[src/rtl/edo_refresh_seq.sv]
module edo_refresh_seq #(
  parameter int PAUSE_CYC    = 10000,
  parameter int WAKE_CNT     = 8,
  parameter int INT_CBR      = 1560,
  parameter int INT_ROW      = 780,
  parameter int RAS_LOW      = 5,
  parameter int RAS_PRE      = 4,
  parameter int CBR_LEAD     = 2,
  parameter int POSTPONE_MAX = 4,
  parameter int DEBT_MAX     = 8,
  parameter int ROW_W        = 13
) (
  input  logic             clk,
  input  logic             rst_n,
  input  logic             mode_ras_only,
  input  logic             gnt,
  output logic             ref_req,
  output logic             ref_urgent,
  output logic             ref_done,
  output logic             ras_n,
  output logic             cas_n,
  output logic             we_n,
  output logic [ROW_W-1:0] row_addr,
  output logic             row_oe,
  output logic             ready
);

  localparam int IMAX = (INT_CBR > INT_ROW) ? INT_CBR : INT_ROW;
  localparam int PH1  = (RAS_LOW > RAS_PRE) ? RAS_LOW : RAS_PRE;
  localparam int PHM  = (PH1 > CBR_LEAD) ? PH1 : CBR_LEAD;
  localparam int PW   = $clog2(PAUSE_CYC + 1);
  localparam int IW   = $clog2(IMAX + 1);
  localparam int CW   = $clog2(PHM + 1);
  localparam int DW   = $clog2(DEBT_MAX + 2);
  localparam int WW   = $clog2(WAKE_CNT + 1);

  typedef enum logic [2:0] {S_PAUSE, S_IDLE, S_LEAD, S_RAS, S_PRE} st_t;

  st_t             st;
  logic [PW-1:0]   pcnt;
  logic [CW-1:0]   ph;
  logic [IW-1:0]   tmr;
  logic [DW-1:0]   pend;
  logic [WW-1:0]   wake;
  logic            ready_q, ro_q;
  logic [ROW_W-1:0] row_q;

  logic [IW-1:0] int_lim;
  logic pause_end, need, start, tick, miss, fin;

  assign pause_end = (st == S_PAUSE) && (pcnt == PW'(PAUSE_CYC - 1));
  assign need      = (wake != '0) || (pend != '0);
  assign start     = ref_req && gnt;
  assign int_lim   = mode_ras_only ? IW'(INT_ROW - 1) : IW'(INT_CBR - 1);
  assign tick      = ready_q && (tmr >= int_lim);
  assign miss      = tick && (pend == DW'(DEBT_MAX));
  assign fin       = (st == S_PRE) && (ph == CW'(RAS_PRE - 1));

  always_ff @(posedge clk or negedge rst_n) begin
    if (!rst_n) begin
      st    <= S_PAUSE;
      pcnt  <= '0;
      ph    <= '0;
      ro_q  <= 1'b0;
      row_q <= '0;
    end else begin
      case (st)
        S_PAUSE: begin
          if (pause_end) st <= S_IDLE;
          else           pcnt <= pcnt + 1'b1;
        end
        S_IDLE: begin
          if (start) begin
            ro_q <= mode_ras_only;
            ph   <= '0;
            st   <= mode_ras_only ? S_RAS : S_LEAD;
          end
        end
        S_LEAD: begin
          if (ph == CW'(CBR_LEAD - 1)) begin
            ph <= '0;
            st <= S_RAS;
          end else ph <= ph + 1'b1;
        end
        S_RAS: begin
          if (ph == CW'(RAS_LOW - 1)) begin
            ph <= '0;
            st <= S_PRE;
            if (ro_q) row_q <= row_q + 1'b1;
          end else ph <= ph + 1'b1;
        end
        S_PRE: begin
          if (fin) begin
            ph <= '0;
            st <= S_IDLE;
          end else ph <= ph + 1'b1;
        end
        default: st <= S_IDLE;
      endcase
    end
  end

  always_ff @(posedge clk or negedge rst_n) begin
    if (!rst_n) begin
      tmr     <= '0;
      pend    <= '0;
      wake    <= '0;
      ready_q <= 1'b0;
    end else begin
      tmr <= (!ready_q || tick) ? '0 : tmr + 1'b1;
      if (pause_end) begin
        wake <= WW'(WAKE_CNT);
      end else if (miss) begin
        pend    <= '0;
        wake    <= WW'(WAKE_CNT);
        ready_q <= 1'b0;
      end else begin
        if (fin && wake != '0) begin
          wake <= wake - 1'b1;
          if (wake == WW'(1)) ready_q <= 1'b1;
        end
        pend <= pend + DW'(tick) - DW'(fin && wake == '0 && pend != '0);
      end
    end
  end

  assign ref_req    = (st == S_IDLE) && need;
  assign ref_urgent = pend >= DW'(POSTPONE_MAX);
  assign ref_done   = fin;
  assign ras_n      = (st != S_RAS);
  assign cas_n      = !((st == S_LEAD) || (st == S_RAS && !ro_q));
  assign we_n       = 1'b1;
  assign row_addr   = row_q;
  assign row_oe     = (st == S_RAS) && ro_q;
  assign ready      = ready_q;

endmodule

[config.mk]
export PLATFORM = sky130hd
export DESIGN_NAME = edo_refresh_seq
export DESIGN_NICKNAME = d
export VERILOG_FILES = /design/src/rtl/edo_refresh_seq.sv
export SDC_FILE = /design/constraint.sdc
export NUM_CORES = 1
export LEC_CHECK = 0
export ABC_AREA = 0
export BUFFER_PORTS_ARGS = -buffer_cell sky130_fd_sc_hd__buf_2
export CAP_MARGIN = 0
export CORE_UTILIZATION = 64
export CTS_CLUSTER_DIAMETER = 30
export DETAILED_ROUTE_END_ITERATION = 6
export PLACE_DENSITY = 0.91
export SETUP_SLACK_MARGIN = 0.3
export SYNTH_ARGS = -nofsm -noshare
export SYNTH_HDL_FRONTEND = slang
export SYNTH_SLANG_ARGS = --single-unit
[constraint.sdc]
create_clock -name clk -period 7.32 [get_ports clk]
set_clock_uncertainty 0.2 [all_clocks]
set_input_delay 0.366 -clock clk [delete_from_list [all_inputs] [get_ports clk]]
set_output_delay 0.366 -clock clk [all_outputs]
set_load 0.03 [all_outputs]
==> results of run 1 <==
-- cells by family (layout without fill, tap and decap cells) --
family	Yosys count	after routing
and+or+nand+nor	122	122
DFF	54	54
xor gates and xnor gates	38	38
AOI/OAI and AO/OA	27	27
buffers and inverters	25	50
adders and majority gates	22	22
muxes	3	3
other	1	1
-- metal layers --
metal	wire length, µm	vias up	GRT usage
met5	0	-	0
met2	2760	41	0.423
met4	85	0	0.0884
met1	2260	1043	0.317
li1	-	1037	-
met3	196	8	0.0451
-- sequential cells by signal, summed over array words and instances, names as in the netlist --
name,cells
pcnt,14
row_addr,13
tmr,11
pend,4
wake,4
ph,3
st,3
ready,1
ro_q,1
-- metrics by stage --
stage               area (µm²)  hold WS [ps]  power (mW)
detailed placement        3050           255       0.635
global placement          3050           253       0.621
CTS                       3150           171       0.812
floorplan                 2900          -130       0.567
global route              3150           178       0.855
finish                    3150           181       0.807
-- worst min path at each step --
stage | startpoint | endpoint | slack, ps
4_1_cts | mode_ras_only | ro_q | 170
6_report | mode_ras_only | ro_q | 180
3_3_place_gp | row_addr[12] | row_addr[12] | 250
3_5_place_dp | pcnt[10] | pcnt[10] | 250
5_1_grt | mode_ras_only | ro_q | 180
2_1_floorplan | rst_n | pcnt[0] | -130
-- layout make-up --
type,count,share of cell area
clock buffers,6,0.0262
clock inverters,2,0.00397
inverters,17,0.0202
multi-input cells,213,0.458
flip-flops and latches,54,0.429
well taps,52,0.0206
repair buffers,25,0.0421
-- power by group --
part / switching (mW) / total, mW / internal, mW
clock network: 0.0947 / 0.171 / 0.0761
logic: 0.156 / 0.255 / 0.0994
registers: 0.0457 / 0.381 / 0.335
total: 0.296 / 0.807 / 0.511
-- cells in the final DEF (no fill, tap or decap), drive strengths merged, types with 2 or more instances in the layout --
master   n
dfrtp   54
nand2   35
nor2    25
buf     24
xnor2   22
ha      21
inv     17
xor2    16
nor3    11
and3    10
nand3   10
nand4   10
o21ai    7
a21oi    6
clkbuf   6
nand2b   4
mux2     3
and2     3
o211ai   2
or3b     2
nor2b    2
o31ai    2
a22o     2
nor4b    2
o22ai    2
-- repair_timing --
item / CTS / global route
buffers inserted: 0 / 0
endpoints found under the hold margin: 54 / 0
hold buffers: 1 / 0
-- critical path, delay by kind of cell (launching register included) --
kind | cells | cell delay, ps
AND/OR/NAND/NOR | 3 | 1020
adder cells (fa/ha/maj) | 4 | 730
AO/OA/AOI/OAI | 3 | 470
flip-flops | 1 | 390
XOR/XNOR | 1 | 160
buffers and inverters | 1 | 70
==> implementation parameters, run 1 <==
Parameter                              Value

Drt
  Wirelength per Cell    14.4 µm
  Vias    2129
  DR pass1 iterations    4
  DRC violations left    0
  WL final    5.31 mm
  Number of antenna-violating nets in the routed design    0
  Number of violations reported at the end of detailed-routing iteration 0    97
  Ratio of routed vias to standard cells    5.77

Timing
  Final slew viol count    0
  Crit path setup slack, layout    4190 ps
  Min Clock Period, post-route    3130 ps
  Setup repair after global routing missed its margin    no
  Ratio of final minimum period to clock period    0.428
  Number of endpoints with negative hold slack in the final report    0
  Transition time at the pin with the least slew margin    835 ps
  Setup-failing EPs final    0
  Setup Total Neg Slack    0 ps
  Headroom to the max-slew limit    0.438
  Maximum clock frequency    319 MHz

Logic synthesis
  Cell area after technology mapping    0.00290 mm²
  Cell type with the highest aggregate area in the netlist    dfrtp_1
  Synth Area in Compound Gates    0.0616
  Most frequent cell after synthesis    dfrtp_1
  Post-synthesis simple-gate area fraction    0.211
  Post-synthesis cell type count    46
  Fraction of synthesized area in multiplexers    0.0116
  Post-synthesis share of cell area spent on full adders, half adders and majority gates    0.0974
  Synthesized area per cell    9.94 µm²
  Combinational family with the most area after synthesis    simple AND/OR/NAND/NOR gates
  Share of synthesized area occupied by flip-flops and latches    0.466
  Dominant register cell in the synthesized netlist    dfrtp_1
  Top cell types by occurrence after synthesis    dfrtp_1, nand2_1, nor2_1
  Number of cells produced by synthesis    292
  Syn. warnings    0
  Area share of the largest cell type after synthesis    0.466
  Post-Synth XOR/XNOR Area    0.115
  Net Count, Synth    318
  Share of synthesized registers carrying an async set or reset    1.00
  Number of flops mapped to enable cells by yosys    0
  Post-synthesis register bit count    54
  Top cells by area in the synthesized netlist    dfrtp_1, ha_1, xnor2_1

Die
  IO Count    25
  Initial core utilization    0.667
  Die height    69.3 µm
  Horizontal die dimension    69.3 µm
  Number of placement rows    24
  Std-Cell Core Area    0.00435 mm²
  Die footprint    0.00481 mm²

Critical path
  Cell breakdown of the critical path    ha_1, ha_1, nor4bb_1, and3_1, ha_1, inv_1, ha_1, a21o_1, a21oi_1, xor2_1, nand2_1, o22ai_1
  Source of the critical timing path    ph[0]
  Startpoint type of the worst setup path    flop
  Type of the worst setup path    flop to flop
  Required time at the worst-slack endpoint    7340 ps
  Endpoint of the most critical register-to-register path    pend[3]
  Critical Path AT    3160 ps
  Most common cell type on the critical path    ha_1
  Worst path max stage delay    680 ps
  Nature of the critical path endpoint    flop
  Worst R2R Start    ph[0]
  Capturing element of the worst setup path    pend[3]
  Biggest fanout along the worst timing path    5
  Setup slack, reg-to-reg    4190 ps
  Worst reg2reg path depth    12
  Critical-path top delay cell    nor4bb_1

Clock network
  Total CTS buffers    5
  CTS clock-pin slew for the worst setup and hold paths    90 ps
  CTS tree    done
  Library cell used as clock root buffer    clkbuf_8
  Count of instances resized after the clock tree is built    0
  Deepest level of the CTS H-tree    2
  Maximum count of clock buffers along a single path    2
  Sinks on Clock Net    54
  Clock latency on the worst-skew pair    310 ps

Cells and area
  Fraction of final layout cells sized beyond drive strength 1    0.129
  Fill cell total of the finished layout    299
  Register area    0.00135 mm²
  Area grow syn2layout    8.62%
  Finished Core Util    0.724
  Final antenna diode count    0
  Final layout net count    342
  Combined area of the multi-input logic cells    0.00145 mm²
  Post-route non-filler standard cell count    369

Placement
  Final weighted congestion of routability-driven global placement    0.823
  DPL Wire Length    3.85 mm
  Cell count after placement    360
  Port-buffer cells    23
  Post-placement setup slack    4080 ps

Power and ir drop
  Peak supply drop    0.135 mV
  Power density cells    256 mW/mm²
  Leak Pwr    1.60 nW

GRT
  Number of global-route vias before repair    2135
  Initial antenna violation count    0
  Global-route wire length before repair    9.61 mm
  Aggregate global routing overflow    0
  Total GRT Usage    0.248
  Largest net degree at the start of global routing    55

Outcome
  Status    finished clean

Hold path
  Min-Delay Path Class    primary input to flop
  Worst Hold Depth    2

Run
  Total of max-cap violations    0
Power figures use the tool's default switching activity.
==> run 2, diff against run 1 <==
Settings changed: CORE_UTILIZATION 64 to 59, PLACE_DENSITY 0.91 to 0.85.
Clock period 7.32 ns to 3.05 ns, I/O delays scaled along.
==> implementation parameters, run 2 (synthesized netlist as in run 1, its figures left out) <==
Parameter                              Value

Timing
  Headroom to the max-slew limit    0.563 (+0.125)
  Worst hold slack    84.1 ps (-97.1 ps)
  Crit path setup slack, layout    339 ps (-3850 ps)
  Ratio of final minimum period to clock period    0.889 (+0.461)
  Setup Total Neg Slack    0 ps (unchanged)
  Setup-failing EPs final    0 (unchanged)
  Setup repair after global routing missed its margin    yes
  Number of endpoints with negative hold slack in the final report    0 (unchanged)
  Min Clock Period, post-route    2710 ps (-423 ps)
  Maximum clock frequency    369 MHz (+16%)
  Final slew viol count    0 (unchanged)
  Transition time at the pin with the least slew margin    655 ps (-180 ps)

Outcome
  Status    finished clean

Drt
  DRC violations left    0 (unchanged)
  WL final    5.37 mm (+1.3%)
  Vias    2125 (-0.19%)
  Ratio of routed vias to standard cells    5.42 (-6.0%)
  Wirelength per Cell    13.7 µm (-4.7%)
  Number of antenna-violating nets in the routed design    0 (unchanged)
  DR pass1 iterations    5 (+1)
  Number of violations reported at the end of detailed-routing iteration 0    149 (+54%)

Power and ir drop
  Peak supply drop    0.275 mV (+100%)
  Leak Pwr    1.66 nW (+3.8%)
  Power density cells    605 mW/mm² (+140%)

Cells and area
  Final layout net count    350 (+2.3%)
  Fill cell total of the finished layout    328 (+9.7%)
  Fraction of final layout cells sized beyond drive strength 1    0.200 (+0.0707)
  Highest-count cells in the layout ignoring fill and taps    dfrtp_1, nand2_1, nor2_1
  Area grow syn2layout    16.4%
  Final antenna diode count    0 (unchanged)
  Most flop-heavy register    pcnt
  Post-route non-filler standard cell count    392 (+6.2%)
  Most common cell after layout, fill and taps aside    dfrtp_1
  Flip-flop count of the largest register, all copies and words added    14 (unchanged)

Clock network
  Maximum count of clock buffers along a single path    2 (unchanged)
  Sinks on Clock Net    54 (unchanged)
  CTS tree    done
  CTS clock-pin slew for the worst setup and hold paths    100 ps (about the same)
  Library cell used as clock root buffer    clkbuf_8
  Clock latency on the worst-skew pair    320 ps (about the same)
  Deepest level of the CTS H-tree    2 (unchanged)
  Total CTS buffers    5 (unchanged)

GRT
  Number of global-route vias before repair    1948 (-8.8%)
  Global-route wire length before repair    9.10 mm (-5.3%)
  Largest net degree at the start of global routing    55 (unchanged)
  Initial antenna violation count    0 (unchanged)
  Aggregate global routing overflow    0 (unchanged)
  Total GRT Usage    0.229 (-0.0191)

Critical path
  Startpoint type of the worst setup path    flop
  Nature of the critical path endpoint    flop
  Biggest fanout along the worst timing path    2 (-3)
  Required time at the worst-slack endpoint    3100 ps (-4240 ps)
  Critical Path AT    2760 ps (-400 ps)
  Type of the worst setup path    flop to flop

Run
  Total of max-cap violations    0 (unchanged)

Placement
  Port-buffer cells    23 (unchanged)
  Post-placement setup slack    89.6 ps (-3990 ps)
  Final weighted congestion of routability-driven global placement    0.785 (-4.7%)
  DPL Wire Length    3.55 mm (-7.8%)
  Cell count after placement    377 (+4.7%)

Die
  IO Count    25 (unchanged)
  Die footprint    0.00520 mm² (+8.2%)
  Horizontal die dimension    72.1 µm (+4.0%)
  Initial core utilization    0.615 (-0.0521)
  Std-Cell Core Area    0.00472 mm² (+8.5%)
  Number of placement rows    25 (+4.2%)
  Die height    72.1 µm (+4.0%)

Hold path
  Min-Delay Path Class    primary input to flop
## run 2: final timing paths
kind	start	to	slack, ps	cells after the start
setup / recovery	tmr[4]	pend[1]	340	11
hold / removal	gnt	st[1]	80	5
setup reg to reg	tmr[4]	pend[1]	340	11
hold reg to reg	row_addr[12]	row_addr[12]	270	1
max in group asynchronous	rst_n	tmr[2]	1880	3
min in group asynchronous	rst_n	row_addr[8]	290	3
## run 2: per-stage QoR
step	power [mW]	utilization	area, µm²
floorplan	1.38	-	2930
global placement	1.52	0.659	3110
detailed placement	1.54	0.659	3110
CTS	2.05	0.707	3340
global route	2.17	0.715	3380
finish	2.05	0.715	3380
## run 2: worst max-delay path, cell delays in order, from the launching register on
cell	delay, ps
dfrtp_1	420
ha_4	240
a2111oi_4	280
o21ai_1	110
a211o_1	290
nand2_2	80
ha_4	120
inv_2	40
ha_4	160
fa_2	530
nand2_1	50
o21ai_1	120
## run 2: what timing repair did
action | 4_1_cts | 5_1_grt
gates resized for setup | 14 | 6
hold buffers | 2 | 0
pin swaps | 12 | 6
endpoints found under the setup margin | 3 | 3
setup buffers | 4 | 1
endpoints found under the hold margin | 55 | 0
## run 2: cell type report
cell class	count	area [µm²]	share of cell area
clock inverter	3	47.5	0.0141
tap	67	83.8	0.0248
sequential	54	1350	0.400
multi-input combinational	213	1570	0.464
inverter	17	63.8	0.0189
timing repair buffer	33	195	0.0578
clock buffer	5	68.8	0.0204
## run 2: where the power goes
part | switching [mW] | internal [mW]
logic | 0.391 | 0.263
registers | 0.0906 | 0.805
clock network | 0.248 | 0.249
total | 0.729 | 1.32
## run 2: routing by layer
layer,up-vias,share of wire,global-route usage
li1,1055,-,-
met1,1001,0.47,0.312
met2,57,0.47,0.363
met3,12,0.036,0.0514
met4,0,0.018,0.0763
met5,-,0,0
==> run 3, diff against run 2 <==
Settings changed: CORE_MARGIN set to 3.
==> implementation parameters, run 3 (synthesized netlist as in run 1, its figures left out) <==
Parameter                              Value

Power and ir drop
  Portion of total power attributed to combinational logic    0.348 (+0.028)
  Relative contribution of sequential cells to total power    0.445 (+0.007)
  Power density cells    595 mW/mm² (-1.7%)
  Internal Pwr Total    1.25 mW (-4.9%)
  Leak Pwr    1.66 nW (about the same)
  Total net switching power    742 µW (+1.8%)
  Switching Share    0.372 (+0.0158)
  Portion of total power attributed to the clock network    0.207 (-0.036)
  Peak supply drop    0.353 mV (+28%)

Timing
  Number of endpoints with negative hold slack in the final report    0 (unchanged)
  Transition time at the pin with the least slew margin    640 ps (-15.7 ps)
  Headroom to the max-slew limit    0.574 (+0.0104)
  Final slew viol count    0 (unchanged)
  Maximum clock frequency    362 MHz (-1.8%)
  Setup-failing EPs final    0 (unchanged)
  Min Clock Period, post-route    2760 ps (+50.0 ps)
  Setup repair after global routing missed its margin    yes
  Setup Total Neg Slack    0 ps (unchanged)
  Ratio of final minimum period to clock period    0.905 (+0.0164)

Die
  IO Count    25 (unchanged)
  Die footprint    0.00580 mm² (+11%)
  Std-Cell Core Area    0.00456 mm² (-3.4%)
  Number of placement rows    24 (-4.0%)
  Die height    76.1 µm (+5.5%)
  Horizontal die dimension    76.1 µm (+5.5%)
  Initial core utilization    0.636 (+0.0214)

Critical path
  Worst path max stage delay    410 ps (-120 ps)
  Type of the worst setup path    flop to flop
  Nature of the critical path endpoint    flop
  Required time at the worst-slack endpoint    3090 ps (about the same)
  Critical Path AT    2800 ps (+40 ps)
  Startpoint type of the worst setup path    flop
  Biggest fanout along the worst timing path    2 (unchanged)
  Worst path buffer plus inverter count    1 (unchanged)
  Top cell family by delay on the critical path    compound AO/OA/AOI/OAI gates
  Setup slack, reg-to-reg    290 ps (-50 ps)
  Cell breakdown of the critical path    ha_2, a2111oi_4, o21ai_1, a211o_1, nand2_2, ha_4, inv_2, ha_4, a21o_1, a21oi_2, xor2_1, nand2_1, o22ai_2
  Most common cell type on the critical path    ha_4
  Critical-path top delay cell    dfrtp_1

Cells and area
  Final layout net count    352 (+0.57%)
  Fraction of final layout cells sized beyond drive strength 1    0.199 (-0.00122)
  Final antenna diode count    0 (unchanged)
  Flip-flop count of the largest register, all copies and words added    14 (unchanged)
  Most common cell after layout, fill and taps aside    dfrtp_1
  Highest-count cells in the layout ignoring fill and taps    dfrtp_1, nand2_1, nor2_1
  Finished Core Util    0.734 (+0.0183)
  Most flop-heavy register    pcnt
  Area grow syn2layout    15.4%

Clock network
  Total CTS buffers    5 (unchanged)
  Sinks on Clock Net    54 (unchanged)
  Deepest level of the CTS H-tree    2 (unchanged)
  Clock latency on the worst-skew pair    310 ps (about the same)
  CTS clock-pin slew for the worst setup and hold paths    100 ps (about the same)
  CTS tree    done
  Maximum count of clock buffers along a single path    2 (unchanged)
  Library cell used as clock root buffer    clkbuf_8

Drt
  Ratio of routed vias to standard cells    5.45 (+0.52%)
  Number of antenna-violating nets in the routed design    0 (unchanged)
  DRC violations left    0 (unchanged)
  Number of violations reported at the end of detailed-routing iteration 0    145 (-2.7%)
  DR pass1 iterations    4 (-1)
  Vias    2136 (+0.52%)
  WL final    5.32 mm (-0.95%)
  Wirelength per Cell    13.6 µm (-0.95%)

Placement
  Final weighted congestion of routability-driven global placement    0.806 (+2.7%)
  DPL Wire Length    3.87 mm (+8.9%)
  Port-buffer cells    23 (unchanged)

GRT
  Total GRT Usage    0.196 (-0.0328)
  Initial antenna violation count    0 (unchanged)
  Aggregate global routing overflow    0 (unchanged)
  Largest net degree at the start of global routing    30 (-45%)
  Number of global-route vias before repair    2082 (+6.9%)
  Global-route wire length before repair    9.34 mm (+2.6%)

Hold path
  Min-Delay Path Class    primary input to flop

Run
  Total of max-cap violations    0 (unchanged)

Outcome
  Status    finished clean
[run 3: cell types whose count changed in the layout (fill, tap and decap cells not counted), sizes merged]
cell,change
buf,+3
bufinv,-1
clkinv,+2
dlygate4sd3,-1
inv,-1
[run 3: what timing repair did]
item                       CTS  global route
setup buffers                4             3
gates resized for setup     13             4
hold endpoints to repair    28             0
pin swaps                   12             8
setup endpoints to repair    3             3
hold buffers                 1             0
[run 3: area by class of cell]
cell class,count,area [µm²]
fill,329,1210
multi-input combinational,213,1550
inverter,17,63.8
tap,65,81.3
sequential,54,1350
clock buffer,5,68.8
timing repair buffer,35,208
clock inverter,3,26.3
[run 3: per-stage QoR]
stage	std cells	setup WS (ps)	hold WS, ps	area, µm²	total power [mW]
2_1_floorplan	292	308	-343	2930	1.38
3_3_place_gp	376	233	3.42	3120	1.53
3_5_place_dp	376	84.1	12.5	3120	1.56
4_1_cts	389	262	21.7	3310	1.97
5_1_grt	392	188	33.0	3350	2.13
6_report	392	289	27.5	3350	1.99
[run 3: routing by layer]
layer  GRT usage  wire length, µm
met1       0.263             2520
met3      0.0414              181
met2       0.324             2570
met5           0                0
met4      0.0525               49
[run 3: final timing paths]
check,from,endpoint,depth (start not counted)
worst max-delay path,tmr[3],pend[3],13
worst min-delay path,mode_ras_only,ro_q,2
worst max register to register,tmr[3],pend[3],13
worst min register to register,row_addr[12],row_addr[12],1
max in group asynchronous,rst_n,pcnt[10],3
min in group asynchronous,rst_n,wake[0],2
[run 3: power groups by stage]
stage	clock network [mW]	registers (mW)	logic, mW
floorplan	0	0.906	0.469
global placement	0	0.896	0.630
detailed placement	0	0.898	0.658
CTS	0.424	0.886	0.665
global route	0.458	0.901	0.773
finish	0.413	0.886	0.694
